### src/rtl/uart_rx_pkg.sv
package uart_rx_pkg;
  typedef enum logic [2:0] {
    RX_IDLE,
    RX_START,
    RX_DATA,
    RX_PAR,
    RX_STOP,
    RX_HOLD,
    RX_WAIT_HI
  } rx_state_e;
endpackage

### src/rtl/uart_rx_sync.sv
module uart_rx_sync #(
  parameter int STAGES = 2
) (
  input  logic clk_i,
  input  logic rst_ni,
  input  logic d_i,
  output logic q_o,
  output logic fall_o
);
  logic [STAGES:0] pipe_q;

  always_ff @(posedge clk_i or negedge rst_ni) begin
    if (!rst_ni) pipe_q <= '1;
    else         pipe_q <= {pipe_q[STAGES-1:0], d_i};
  end

  assign q_o    = pipe_q[STAGES-1];
  assign fall_o = pipe_q[STAGES] & ~pipe_q[STAGES-1];
endmodule

### src/rtl/uart_rx_parity.sv
module uart_rx_parity #(
  parameter int DATA_W = 8
) (
  input  logic [DATA_W-1:0] data_i,
  input  logic              sticky_i,
  input  logic              even_sel_i,
  output logic              exp_o
);
  // data_i is zero above the word length, so a full-width XOR is exact
  always_comb begin
    if (sticky_i) exp_o = ~even_sel_i;
    else          exp_o = even_sel_i ? (^data_i) : ~(^data_i);
  end
endmodule

### src/rtl/uart_frame_rx.sv
module uart_frame_rx
  import uart_rx_pkg::*;
#(
  parameter int DATA_W      = 8,
  parameter int OVS         = 16,
  parameter int SYNC_STAGES = 2
) (
  input  logic              clk_i,
  input  logic              rst_ni,
  input  logic              tick_i,
  input  logic              rxd_i,
  input  logic [1:0]        wlen_i,
  input  logic              par_en_i,
  input  logic              even_sel_i,
  input  logic              sticky_i,
  input  logic              two_stop_i,
  output logic [DATA_W-1:0] data_o,
  output logic              valid_o,
  output logic              parity_err_o,
  output logic              frame_err_o,
  output logic              break_o
);
  localparam int CNT_W = $clog2(OVS);
  localparam int IDX_W = $clog2(DATA_W);
  localparam logic [CNT_W-1:0] BIT_LAST  = CNT_W'(OVS - 1);
  localparam logic [CNT_W-1:0] HALF_LAST = CNT_W'(OVS / 2 - 1);

  rx_state_e         state_q;
  logic [CNT_W-1:0]  cnt_q;
  logic [IDX_W-1:0]  idx_q;
  logic [DATA_W-1:0] shreg_q;
  logic              par_q, ones_q;
  logic              rxd_s, fall;
  logic              exp_par;
  logic [IDX_W-1:0]  idx_last;
  logic [CNT_W-1:0]  hold_last;
  logic              cnt_end, half_end;

  uart_rx_sync #(.STAGES(SYNC_STAGES)) u_sync (
    .clk_i  (clk_i),
    .rst_ni (rst_ni),
    .d_i    (rxd_i),
    .q_o    (rxd_s),
    .fall_o (fall)
  );

  uart_rx_parity #(.DATA_W(DATA_W)) u_par (
    .data_i     (shreg_q),
    .sticky_i   (sticky_i),
    .even_sel_i (even_sel_i),
    .exp_o      (exp_par)
  );

  assign idx_last  = IDX_W'(4) + IDX_W'(wlen_i);
  assign hold_last = (wlen_i == 2'd0) ? HALF_LAST : BIT_LAST;
  assign cnt_end   = tick_i && (cnt_q == BIT_LAST);
  assign half_end  = tick_i && (cnt_q == HALF_LAST);

  always_ff @(posedge clk_i or negedge rst_ni) begin
    if (!rst_ni) begin
      state_q      <= RX_IDLE;
      cnt_q        <= '0;
      idx_q        <= '0;
      shreg_q      <= '0;
      par_q        <= 1'b0;
      ones_q       <= 1'b0;
      data_o       <= '0;
      valid_o      <= 1'b0;
      parity_err_o <= 1'b0;
      frame_err_o  <= 1'b0;
      break_o      <= 1'b0;
    end else begin
      valid_o      <= 1'b0;
      parity_err_o <= 1'b0;
      frame_err_o  <= 1'b0;
      break_o      <= 1'b0;
      if (tick_i && state_q inside {RX_START, RX_DATA, RX_PAR, RX_STOP, RX_HOLD})
        cnt_q <= cnt_q + 1'b1;
      unique case (state_q)
        RX_IDLE: begin
          if (fall) begin
            state_q <= RX_START;
            cnt_q   <= '0;
          end
        end
        RX_START: begin
          if (half_end) begin
            cnt_q <= '0;
            if (rxd_s) begin
              state_q <= RX_IDLE;  // glitch
            end else begin
              state_q <= RX_DATA;
              idx_q   <= '0;
              shreg_q <= '0;
              par_q   <= 1'b0;
              ones_q  <= 1'b0;
            end
          end
        end
        RX_DATA: begin
          if (cnt_end) begin
            cnt_q          <= '0;
            shreg_q[idx_q] <= rxd_s;
            ones_q         <= ones_q | rxd_s;
            if (idx_q == idx_last) state_q <= par_en_i ? RX_PAR : RX_STOP;
            else                   idx_q   <= idx_q + 1'b1;
          end
        end
        RX_PAR: begin
          if (cnt_end) begin
            cnt_q   <= '0;
            par_q   <= rxd_s;
            ones_q  <= ones_q | rxd_s;
            state_q <= RX_STOP;
          end
        end
        RX_STOP: begin
          if (cnt_end) begin
            cnt_q        <= '0;
            valid_o      <= 1'b1;
            data_o       <= shreg_q;
            parity_err_o <= par_en_i && (par_q != exp_par);
            frame_err_o  <= ~rxd_s;
            break_o      <= ~rxd_s & ~ones_q;
            if (~rxd_s & ~ones_q) state_q <= RX_WAIT_HI;
            else if (two_stop_i)  state_q <= RX_HOLD;
            else                  state_q <= RX_IDLE;
          end
        end
        RX_HOLD: begin
          if (tick_i && cnt_q == hold_last) begin
            cnt_q   <= '0;
            state_q <= RX_IDLE;
          end
        end
        RX_WAIT_HI: begin
          if (rxd_s) state_q <= RX_IDLE;
        end
        default: state_q <= RX_IDLE;
      endcase
    end
  end

  // Assertions
  logic [3:0] nbits;
  assign nbits = 4'd5 + {2'b00, wlen_i};

  assert_strobe_single_R8: assert property (@(posedge clk_i) disable iff (!rst_ni)
    valid_o |=> !valid_o);

  assert_flags_with_strobe_R8: assert property (@(posedge clk_i) disable iff (!rst_ni)
    (parity_err_o || frame_err_o || break_o) |-> valid_o);

  assert_break_framing_R7: assert property (@(posedge clk_i) disable iff (!rst_ni)
    break_o |-> frame_err_o);

  assert_zero_fill_R1: assert property (@(posedge clk_i) disable iff (!rst_ni)
    valid_o |-> ((data_o >> nbits) == '0));

  assert_no_parity_err_R3: assert property (@(posedge clk_i) disable iff (!rst_ni)
    (valid_o && !par_en_i) |-> !parity_err_o);

  assert_break_waits_high_R7: assert property (@(posedge clk_i) disable iff (!rst_ni)
    (state_q == RX_WAIT_HI && !rxd_s) |=> (state_q == RX_WAIT_HI));
endmodule

### config.mk
export PLATFORM = sky130hd
export DESIGN_NAME = uart_frame_rx
export DESIGN_NICKNAME = d
export VERILOG_FILES = /design/src/rtl/uart_rx_pkg.sv /design/src/rtl/uart_rx_sync.sv /design/src/rtl/uart_rx_parity.sv /design/src/rtl/uart_frame_rx.sv
export SDC_FILE = /design/constraint.sdc
export NUM_CORES = 1
export LEC_CHECK = 0
export BUFFER_PORTS_ARGS = -buffer_cell sky130_fd_sc_hd__buf_2
export CAP_MARGIN = 20
export CORE_MARGIN = 3
export CORE_UTILIZATION = 52
export DETAILED_ROUTE_END_ITERATION = 6
export PLACE_DENSITY_LB_ADDON = 0.12
export SYNTH_ARGS = -nofsm -noshare
export SYNTH_HDL_FRONTEND = slang
export SYNTH_SLANG_ARGS = --single-unit
### constraint.sdc
create_clock -name clk_i -period 2 [get_ports clk_i]
set_clock_uncertainty 0.15 [all_clocks]
set_input_delay 0.2 -clock clk_i [delete_from_list [all_inputs] [get_ports clk_i]]
set_output_delay 0.2 -clock clk_i [all_outputs]
set_load 0.005 [all_outputs]
## Yosys cells after proc, flatten, opt, wreduce, memory -nomap -nowiden

Index checks and enable logic that the tools add are counted.

- $add $sub $neg: 3
- Multiply operators: 0
- Divide/modulo/power cells: 0
- Magnitude comparators: 2
- Eq/ne operators: 22
- Shift operators: 0
- Muxes and demuxes: 48
- Bitwise gates (word level): 7
- Reduce and logical (&&, ||, !) cells: 21

Operator list:

| cell | count |
|---|---|
| $mux W3 | 15 |
| $mux W4 | 6 |
| $mux W8 | 3 |
| $pmux W3 S7 | 1 |
| $pmux W4 S4 | 1 |
| $pmux W8 S2 | 1 |
| $mux W1 | 15 |
| $ne A2 B2 Y1 const B | 7 |
| $reduce_and A4 Y1 | 3 |
| $eq A3 B3 Y1 const B | 3 |
| $bwmux W8 | 1 |
| $ne A2 B1 Y1 const B | 4 |
| $reduce_and A8 Y1 | 1 |
| $reduce_xor A8 Y1 | 1 |
| $eq A3 B2 Y1 const B | 2 |
| $logic_and A1 B1 Y1 | 6 |
| $pmux W3 S2 | 1 |
| $reduce_bool A2 Y1 | 3 |
| $reduce_and A5 Y1 | 1 |
| $reduce_bool A5 Y1 | 1 |
| $add A4 B1 Y4 const B | 1 |
| $eq A4 B3 Y1 const B | 1 |
| $eq A4 B4 Y1 | 1 |
| $eq A4 B4 Y1 const B | 1 |
| 18 further kinds | 23 |

- Register bits: 35
- Latch bits: 0
- Memory bits (writable): 0
- Memory bits (read-only): 0
- Input port bits: 10
- Output and inout bits: 12
- Logic and storage cells: 115
- Memories: 0

## Longest topological paths before layout

Gate-level depths: netlist (run 1).

- Depth in word-level cells: 8
- Depth in mapped cells: 8
- Gate-level depth less buffers: 7

## By module

From an unflattened synthesis (run 1), not the netlist that was laid out.

- Cell total of the unflattened synthesis: 206
- Area, all modules: 1875.5 um^2

Modules (own cells, without submodules):

| module | instances | cells each | area an instance (um^2) | sequential area each (um^2) |
|---|---|---|---|---|
| uart_frame_rx | 1 | 193 | 1709.1 | 800.8 |
| uart_rx_sync | 1 | 4 | 92.6 | 78.8 |
| uart_rx_parity | 1 | 9 | 73.8 | 0.0 |

## Least setup slack after synthesis (run 1)

OpenSTA, ideal clock, no wires.

- Kind: reg-to-reg
- Start: reg cnt_q[0]
- End: reg state_q[0]
- Library setup time: 125 ps
- Arrival: 1779 ps
- Data required time: 1725 ps
- Slack: -55 ps
- Cell stages (with the launch flop): 8
- Buffers on the path: 1
- Period minus slack after synthesis: 2055 ps
- Cell sequence: dfrtp_1 ha_1 and3_4 and2_4 buf_6 a221oi_4 nor3_4 mux2_4

- Longest elaborated chain between the ends: 4
- Elaborated cells on any way between the ends: 12
- Those cells by class: 8 x eq/ne; 4 x reduce/logical

RTL lines:

| item | RTL line | text |
|---|---|---|
| start, declared | uart_frame_rx.sv:29 | `logic [CNT_W-1:0] cnt_q;` |
| start signal, assigned | uart_frame_rx.sv:78 | `cnt_q <= cnt_q + 1'b1;` |
| $eq A4 B4 Y1 (tied with other cells) | uart_frame_rx.sv:131 | `if (tick_i && cnt_q == hold_last) begin` |
| $logic_and A1 B1 Y1 (on tied branches) | uart_frame_rx.sv:131, uart_frame_rx.sv:56, uart_frame_rx.sv:57 |  |
| $ne A2 B1 Y1 (no source line) or $ne A2 B2 Y1 (tied branches) | - |  |
| $reduce_and A8 Y1 (no source line) * | - |  |
| end signal, assigned | uart_frame_rx.sv:105 | `if (idx_q == idx_last) state_q <= par_en_i ? RX_PAR : RX_STOP;` |
| end, declared | uart_frame_rx.sv:28 | `rx_state_e state_q;` |

Mark *: on every way between the ends. The rest lies on a longest branch, timed or not.
A chain may end at the register's enable or synchronous reset.

## Worst setup path after layout (run 1)

- Start: reg cnt_q[1]
- End: reg state_q[0]

Same word-level chain as after synthesis.

==> results, run 1 <==
- The flow ran to the end, and the final reports show no timing, DRC or antenna violations.
- The area growth from synthesis to layout is 18.1%.
- The final route contains 1540 vias.
- For this configuration, the core starts out at a cell density of 0.551.
- The relative slew slack is 0.503.
- In this run the deepest clock path goes through 2 buffers.
- The later pin in the worst-skew pair is clocked with a latency of about 0.34 ns.
- The power density over the cells is 1150 nW/um^2.
- The final layout contains routed wiring with a total length of between 3 and 4 mm.
- The number of ports placed on the die boundary is 22.
- The type of destination of the critical path is a register.
- The worst-case IR drop observed on VDD is roughly 640 uV.
- The area of all sequential standard cells is around 900 um^2.
- The prevailing post-synth register cell is sky130_fd_sc_hd__dfrtp_1.
- At the end of the flow the core is filled with cells to 0.651.
- The peak clock frequency supported by timing is approximately 510 MHz.
- The mean instance size in the synthesized netlist is about 9.4 um^2.
- After detailed routing, the number of vias per cell comes to approximately 5.5.
- The number of antenna violations at the first check in global routing is 0.
- The clock period minus worst slack is about 2.0 ns.
- Ranked by total cell area, the synthesized netlist is headed by sky130_fd_sc_hd__dfrtp_1 43%, sky130_fd_sc_hd__nand2_1 7.0%, sky130_fd_sc_hd__o21ai_0 5.1%, sky130_fd_sc_hd__dfstp_2 4.2%, sky130_fd_sc_hd__xnor2_1 4.2%.
- Once detail routing completed, the nets flagged for antenna violations numbered 0.
- In this run the tool buffered the top-level ports with 21 buffer cells.
- For this run the aggregate overflow at the end of global routing stands at 0.
- Yosys printed 0 warnings.
- The clock root buffer is sky130_fd_sc_hd__clkbuf_4.
- By startpoint and endpoint, the worst setup path is classified as reg -> reg.
- The H-tree depth reported by CTS is 2.
- At the worst endpoint, the required time is around 2.1 ns.
- In the synthesized netlist the async set-or-reset flop fraction comes to 1.00.
- Counting the buffers created by CTS gives 5.
- The path class of the tightest hold or removal check is in -> reg.
- Of the synthesized area, sequential elements account for 0.471.
- The register share of total power is 0.374.
- The detailed-placement wirelength estimate is around 2.8 mm.
- The maximum net fanout on the critical path is 6.
- The share of the clock period used by the worst path is 0.981.
- Row generation in the floorplan step produced 21 rows.
- Of all cell types, the one taking the most synthesized area is sky130_fd_sc_hd__dfrtp_1.
- The die boundary height is around 66 um.
- The final number of max-transition violations is 0.
- The switching share of total power is 0.381.
- The arrival time of the worst setup path is 2.05 ns.
- Before antenna repair, the detailed router went through 4 iterations.
- The pin count of the biggest net entering global routing is 36.
- The net count after synthesis is 210.
- Setup repair after global routing could not meet its margin everywhere.
- The highest signal layer in the routed design is met4.
- The overall die area is 4350 um^2.
- The placed instances occupy a cell area of between 2000 and 2500 um^2.
- The number of synthesized flops with an enable pin is 0.
- The CTS clock-pin slew for the worst setup and hold paths is roughly 0.11 ns.
- The met3 layer wire length in the routed design is 244 um.
- The number of clock sinks is 35.
- STA classifies the critical path startpoint as a register.
- For this run, design rule violations remaining after detail routing come to 0.
- The analysis attributes to net switching a power of about 960 uW.
- In the final routing, the length of wire on met1 measures between 1.5 and 2 mm.
- The mapped netlist covers approximately 1900 um^2.
- The internal power summed over all cells is roughly 1.6 mW.
- The fraction of power consumed by combinational cells is 0.427.
- The met2 wire length is around 1.9 mm.
- Routability-driven placement finished with a final weighted congestion of a little over 0.8.
- After routing the design area is between 2000 and 2500 um^2.
- The final hold violation count is 0.
- Dividing the detail-routed wire length by the instance count gives 14.3 um.
- The setup-violating endpoint count in the final report is 0.
- In this run, the number of DRC markers left after iteration 0 of detailed routing was 94.
- The area share of the largest cell type after synthesis is 0.428.
- The number of global-route vias before repair is approximately 1.5k.
- Of the cells placed in the final design, the portion with a size suffix greater than 1 is 0.259.
- The total area inside the core boundary comes to 3390 um^2.
- The horizontal die dimension is about 66 um.
- After filler insertion, the fill cell instance count of the layout stands at ~290.
- The count of max-cap constraint violations is 0.
- Summing all multi-input logic gate instances after layout gives roughly 920 um^2.
- The first global-routing pass estimated ~6.7 mm of wire.
- TritonCTS built the clock tree.
- The count of distinct cell types in the synthesized netlist is 48.
- The count of inserted antenna diode cells is 0.
- The number of register bits inferred by synthesis is 35.
- The relative contribution of the clock network to total power is 0.199.
- The leakage power is around 1.1 nW.
- For the pin with the worst max-slew slack, the measured transition is 0.746 ns.
- For this run, the total global-route usage over all layers was measured as 0.200.
- In the final design database the tool counted 243 nets.
- The cell count after synthesis came out at approximately 200.
[state kept, by name, indices dropped and copies added (netlist names), 3 cells and up]
name / count
cnt_q: 4
shreg_q: 8
idx_q: 3
data_o: 8
state_q: 3
u_sync.pipe_q: 3
[cell families after synthesis]
| kind of cell | Yosys count | synth area share |
|---|---|---|
| AOI/OAI and AO/OA | 54 | 0.187 |
| xor gates and xnor gates | 15 | 0.0703 |
| adders and majority gates | 2 | 0.0134 |
| buffers and inverters | 17 | 0.0435 |
| DFF | 35 | 0.471 |
| muxes | 4 | 0.0248 |
| and+or+nand+nor | 71 | 0.190 |
[final cells by class]
| type | instances | share of cell area |
|---|---|---|
| Multi-Input combinational cell | 146 | 0.419 |
| Tap cell | 46 | 0.0261 |
| Timing Repair Buffer | 38 | 0.110 |
| Clock inverter | 3 | 0.0198 |
| Clock buffer | 5 | 0.0170 |
| Sequential cell | 35 | 0.400 |
| Inverter | 5 | 0.00850 |
[critical path, cell delays in order (launching register included)]
cell and delay, ns:
sky130_fd_sc_hd__dfrtp_1 0.40, sky130_fd_sc_hd__ha_2 0.19, sky130_fd_sc_hd__and3_4 0.19, sky130_fd_sc_hd__and2_4 0.19
sky130_fd_sc_hd__a221oi_4 0.36, sky130_fd_sc_hd__nor3_4 0.08, sky130_fd_sc_hd__mux2_4 0.30
[path summary, 6_finish.rpt]
kind | start | to | slack [ns] | cells after the start
setup / recovery | cnt_q[1] | state_q[0] | 0.04 | 6
hold / removal | even_sel_i | parity_err_o | 0.03 | 4
setup reg to reg | cnt_q[1] | state_q[0] | 0.04 | 6
hold reg to reg | u_sync.pipe_q[0] | u_sync.pipe_q[1] | 0.21 | 0
max in group asynchronous | rst_ni | state_q[0] | 0.90 | 2
min in group asynchronous | rst_ni | ones_q | 0.30 | 2
[Yosys cell counts, types with 3 or more instances]
cell / instances
sky130_fd_sc_hd__xnor2_1: 9
sky130_fd_sc_hd__a21oi_1: 11
sky130_fd_sc_hd__dfstp_2: 3
sky130_fd_sc_hd__nor2_1: 13
sky130_fd_sc_hd__buf_2: 5
sky130_fd_sc_hd__o21ai_0: 19
sky130_fd_sc_hd__inv_1: 4
sky130_fd_sc_hd__clkbuf_1: 5
sky130_fd_sc_hd__nand2_1: 35
sky130_fd_sc_hd__o21ai_1: 3
sky130_fd_sc_hd__xor2_1: 6
sky130_fd_sc_hd__a31oi_1: 5
sky130_fd_sc_hd__dfrtp_1: 32
sky130_fd_sc_hd__nand3_1: 3
[power by group through the flow]
stage | Combinational [mW] | Clock [mW] | Sequential [mW]
2_1_floorplan | 0.861 | 0 | 0.860
3_3_place_gp | 0.972 | 0 | 0.944
3_5_place_dp | 1.00 | 0 | 0.955
4_1_cts | 1.01 | 0.523 | 0.942
5_1_grt | 1.19 | 0.558 | 0.960
6_report | 1.08 | 0.504 | 0.946
[per-layer routing]
layer	GRT usage	up-vias
li1	-	750
met1	0.270	740
met2	0.303	46
met3	0.0612	4
met4	0.0761	0
met5	0	-
[stage by stage]
step	setup slack (ns)	instances	setup TNS, ns	hold WS, ns	power, mW
floorplan	0.0116	198	0	-0.246	1.72
global placement	0.0867	262	0	0.147	1.92
detailed placement	0.0270	262	0	0.158	1.96
CTS	0.0296	274	0	0.0135	2.48
global route	-0.0287	278	-0.0802	0.0270	2.71
finish	0.0370	278	0	0.0301	2.53
[cell usage in the layout, fill, tap and decap left out, drive strengths merged, types with 2 or more instances in the layout]
| cell | netlist | final |
|---|---|---|
| nor2 | 13 | 13 |
| o211a | 2 | 2 |
| nor3 | 4 | 4 |
| o31ai | 2 | 2 |
| dlygate4sd3 | 0 | 4 |
| buf | 7 | 34 |
| ha | 2 | 2 |
| nand2 | 35 | 35 |
| a21o | 2 | 2 |
| nand2b | 2 | 2 |
| dfrtp | 32 | 32 |
| inv | 4 | 4 |
| o21a | 2 | 2 |
| mux2i | 2 | 2 |
| o41ai | 2 | 2 |
| a21oi | 11 | 11 |
| clkbuf | 5 | 5 |
| nor2b | 2 | 2 |
| nand4 | 2 | 2 |
| clkinv | 1 | 3 |
| nor3b | 2 | 2 |
| dfstp | 3 | 3 |
| mux2 | 2 | 2 |
| and2 | 3 | 3 |
| xor2 | 6 | 6 |
| a31oi | 5 | 5 |
| nand3 | 3 | 3 |
| xnor2 | 9 | 9 |
| o21ai | 22 | 22 |
[what timing repair did]
action / CTS / global route
buffers inserted: 0 / 4
resized for setup: 0 / 5
endpoints found under the hold margin: 34 / 0
setup endpoints to repair: 0 / 12
hold buffers: 4 / 0
(Power assumes the default switching activity.)
==> run 2, diff against run 1 <==
CELL_PAD_IN_SITES_DETAIL_PLACEMENT = 1   (was unset)
CELL_PAD_IN_SITES_GLOBAL_PLACEMENT = 2   (was unset)
CORE_UTILIZATION = 32   (was 52)
==> run 2 against run 1 <==
Net effect:
- non-clock buffer count increased by 1
- critical path depth stayed put
- routed wire length grew 19%
- register-to-register slack lost 0.02 ns
- via count is 0.19% lower
- sequential share of layout area decreased by 1.1 points
- design area grew 2.7%
- worst setup slack got worse by 0.018 ns
- sequential power is 2.4% lower
- die area is 56% higher
- hold slack lost 0.025 ns
- first-iteration DRC count decreased by 48%
- highest routed layer unchanged
==> results, run 2 (same netlist as run 1, synthesis figures left out) <==
- Run status: complete, no violations (unchanged).
- The peak clock frequency supported by timing is 505 MHz (was 509 MHz).
- The number of buffers inserted during clock tree synthesis is 5 (unchanged).
- The overall die area is 6790 um^2 (was 4350 um^2).
- The remaining number of nets flagged by the antenna check after routing is 0 (unchanged).
- The type of destination of the critical path is a register (unchanged).
- The type of element launching the critical path was a register (unchanged).
- The transition time at the pin with the least slew margin is 0.790 ns (was 0.746 ns).
- The pin count of the biggest net entering global routing is 36 (unchanged).
- The overflow left after global routing was 0 (unchanged).
- The clock tree from TritonCTS is yes (unchanged).
- Setup repair after global routing missed its margin: true (unchanged).
- The met2 usage in global routing is 0.237 (was 0.303).
- The horizontal die dimension is 82.4 um (was 66.0 um).
- The CTS clock-pin slew for the worst setup and hold paths is 0.07 ns (was 0.11 ns).
- The share of the clock period used by the worst path is 0.991 (was 0.981).
- The power density over the cells was 1140 nW/um^2 (was 1150 nW/um^2).
- The synthesis-to-layout area growth was 21.2% (was 18.1%).
- The data required time of the critical path came to 2.02 ns (was 2.09 ns).
- The number of antenna violations at the first check in global routing is 0 (unchanged).
- The final number of max-transition violations came to 0 (unchanged).
- The die boundary height is 82.4 um (was 66.0 um).
- The placer congestion estimate came to 0.754 (was 0.825).
- The clock root buffer is sky130_fd_sc_hd__clkbuf_8 (was sky130_fd_sc_hd__clkbuf_4).
- The arrival time of the worst setup path is 2.00 ns (was 2.05 ns).
- The number of rows in the core area was 27 (was 21).
- The detailed-route wire length is 4.71 mm (was 3.96 mm).
- The detailed-placement wirelength estimate is 3.50 mm (was 2.78 mm).
- The count of inserted antenna diode cells came to 0 (unchanged).
- The count of max-cap constraint violations was 0 (unchanged).
- The worst setup slack before clock tree synthesis came to 0.0322 ns (was 0.0270 ns).
- The number of ports placed on the die boundary is 22 (unchanged).
- Critical path, cell by cell: ha_2, and3_4, and2_4, a221oi_4, nor3_4, mux2_4 (unchanged).
- The remaining design rule violation count is 0 (unchanged).
- The largest voltage drop on the vdd net is 601 uV (was 639 uV).
- The wire length per cell came to 15.4 um (was 14.3 um).
- The setup-violating endpoint count in the final report is 0 (unchanged).
- Top library cells by usage in the layout, fill and taps aside: 35 x sky130_fd_sc_hd__nand2_1, 32 x sky130_fd_sc_hd__dfrtp_1, 21 x sky130_fd_sc_hd__buf_2, 19 x sky130_fd_sc_hd__o21ai_0, 16 x sky130_fd_sc_hd__buf_4 (was 35 x sky130_fd_sc_hd__nand2_1, 30 x sky130_fd_sc_hd__dfrtp_1, 21 x sky130_fd_sc_hd__buf_2, 19 x sky130_fd_sc_hd__o21ai_0).
- The placed instance area is 2110 um^2 (was 2040 um^2).
- The delay of the slowest critical-path stage was 0.42 ns (was 0.40 ns).
- The number of nets at the end of the flow was 245 (was 243).
- The first-pass GRT wire length came to 7.95 mm (was 6.67 mm).
- The DRC marker count from the first detailed-route iteration is 49 (was 94).
- The accumulated negative setup slack is 0 ns (unchanged).
- The global routing's busiest layer was met2 (unchanged).
- The iteration count of the initial detailed-routing pass is 4 (unchanged).
- The met3 routing resource usage after global routing came to 0.0336 (was 0.0612).
- The most common library cell in the layout ignoring fill and taps is sky130_fd_sc_hd__nand2_1 (unchanged).
- The area of the placeable core is 5570 um^2 (was 3390 um^2).
- The layout cell share with drive strength beyond 1 is 0.282 (was 0.259).
- The effective utilization at floorplan was 0.335 (was 0.551).
- The leakage power came to 1.07 nW (about the same).
- The quantity of I/O buffers inserted on ports was 21 (unchanged).
- The clock latency at the later pin of the worst-skew pair is 0.28 ns (was 0.34 ns).
- The maximum clock insertion buffer count is 2 (unchanged).
- The maximum net fanout on the critical path is 6 (unchanged).
- The final instance area is 2270 um^2 (was 2210 um^2).
- Registers with the highest flip-flop counts: data_o x8, shreg_q x8, cnt_q x4 (unchanged).
- The mean number of vias per cell is 5.02 (was 5.54).
- The category of the critical setup timing path is reg -> reg (unchanged).
- The critical-path cell with the highest stage delay is sky130_fd_sc_hd__dfrtp_1 (unchanged).
- The met1 global-route usage is 0.214 (was 0.270).
- The number of global-route vias before repair is 1608 (was 1467).
- The total via count after detailed routing came to 1537 (was 1540).
- The worst hold path class is in -> reg (unchanged).
- The final hold slack is 0.00508 ns (was 0.0301 ns).
- The final hold violation count is 0 (unchanged).
- The clock period minus worst slack came to 1.98 ns (was 1.96 ns).
- The relative slew slack is 0.474 (was 0.503).
- The final worst setup slack is 0.0189 ns (was 0.0370 ns).
- The H-tree depth reported by CTS is 2 (unchanged).
- The global routing usage summed across all routing layers is 0.154 (was 0.200).
- The number of clock sinks is 35 (unchanged).
-- run 2: cell count changes in the layout (fill, tap and decap cells not counted), sizes merged --
cell         change
buf              +3
clkinvlp         +4
clkinv           -2
bufinv           -1
dlygate4sd3      -2
-- run 2: layer usage --
metal | vias to the layer above | part of all wire
li1 | 749 | -
met1 | 755 | 0.49
met2 | 26 | 0.46
met3 | 7 | 0.039
met4 | 0 | 0.013
met5 | - | 0
-- run 2: cell type report --
class                           count  area, um^2
Clock buffer                        5        68.8
Tap cell                           72        90.1
Multi-Input combinational cell    146         935
Sequential cell                    35         880
Clock inverter                      3        20.0
Fill cell                         672        3310
Timing Repair Buffer               39         245
Inverter                            5        22.5
Timing Repair inverter              1        5.00
-- run 2: power breakdown --
| group | total, mW | switching [mW] | internal (mW) | leakage, nW |
|---|---|---|---|---|
| Sequential | 0.923 | 0.125 | 0.798 | 0.466 |
| Combinational | 1.15 | 0.627 | 0.527 | 0.561 |
| Clock | 0.511 | 0.268 | 0.242 | 0.0402 |
-- run 2: critical path: cells and delay by family (launching register included) --
family | cells | cell delay, ns
simple gates | 3 | 0.45
fa+ha+maj | 1 | 0.20
compound gates | 1 | 0.36
mux | 1 | 0.31
flops | 1 | 0.42
-- run 2: what timing repair did --
item	CTS	global route
setup buffers	0	2
hold buffers	2	0
setup endpoints to repair	0	24
hold endpoints to repair	33	0
resized for setup	0	6
-- run 2: per-stage QoR --
step | power [mW] | instances | util
3_5_place_dp | 2.04 | 293 | 0.378
6_report | 2.59 | 306 | 0.407
3_3_place_gp | 2.01 | 293 | 0.378
2_1_floorplan | 1.72 | 198 | -
4_1_cts | 2.57 | 303 | 0.398
5_1_grt | 2.81 | 306 | 0.407
-- run 2: worst paths after layout --
path	start	end	slack (ns)	cells after the start
worst min register to register	u_sync.pipe_q[0]	u_sync.pipe_q[1]	0.21	0
worst min-delay path	par_en_i	parity_err_o	0.005	3
max in group asynchronous	rst_ni	shreg_q[7]	0.82	2
worst max-delay path	cnt_q[0]	state_q[0]	0.02	6
worst max register to register	cnt_q[0]	state_q[0]	0.02	6
min in group asynchronous	rst_ni	frame_err_o	0.38	2
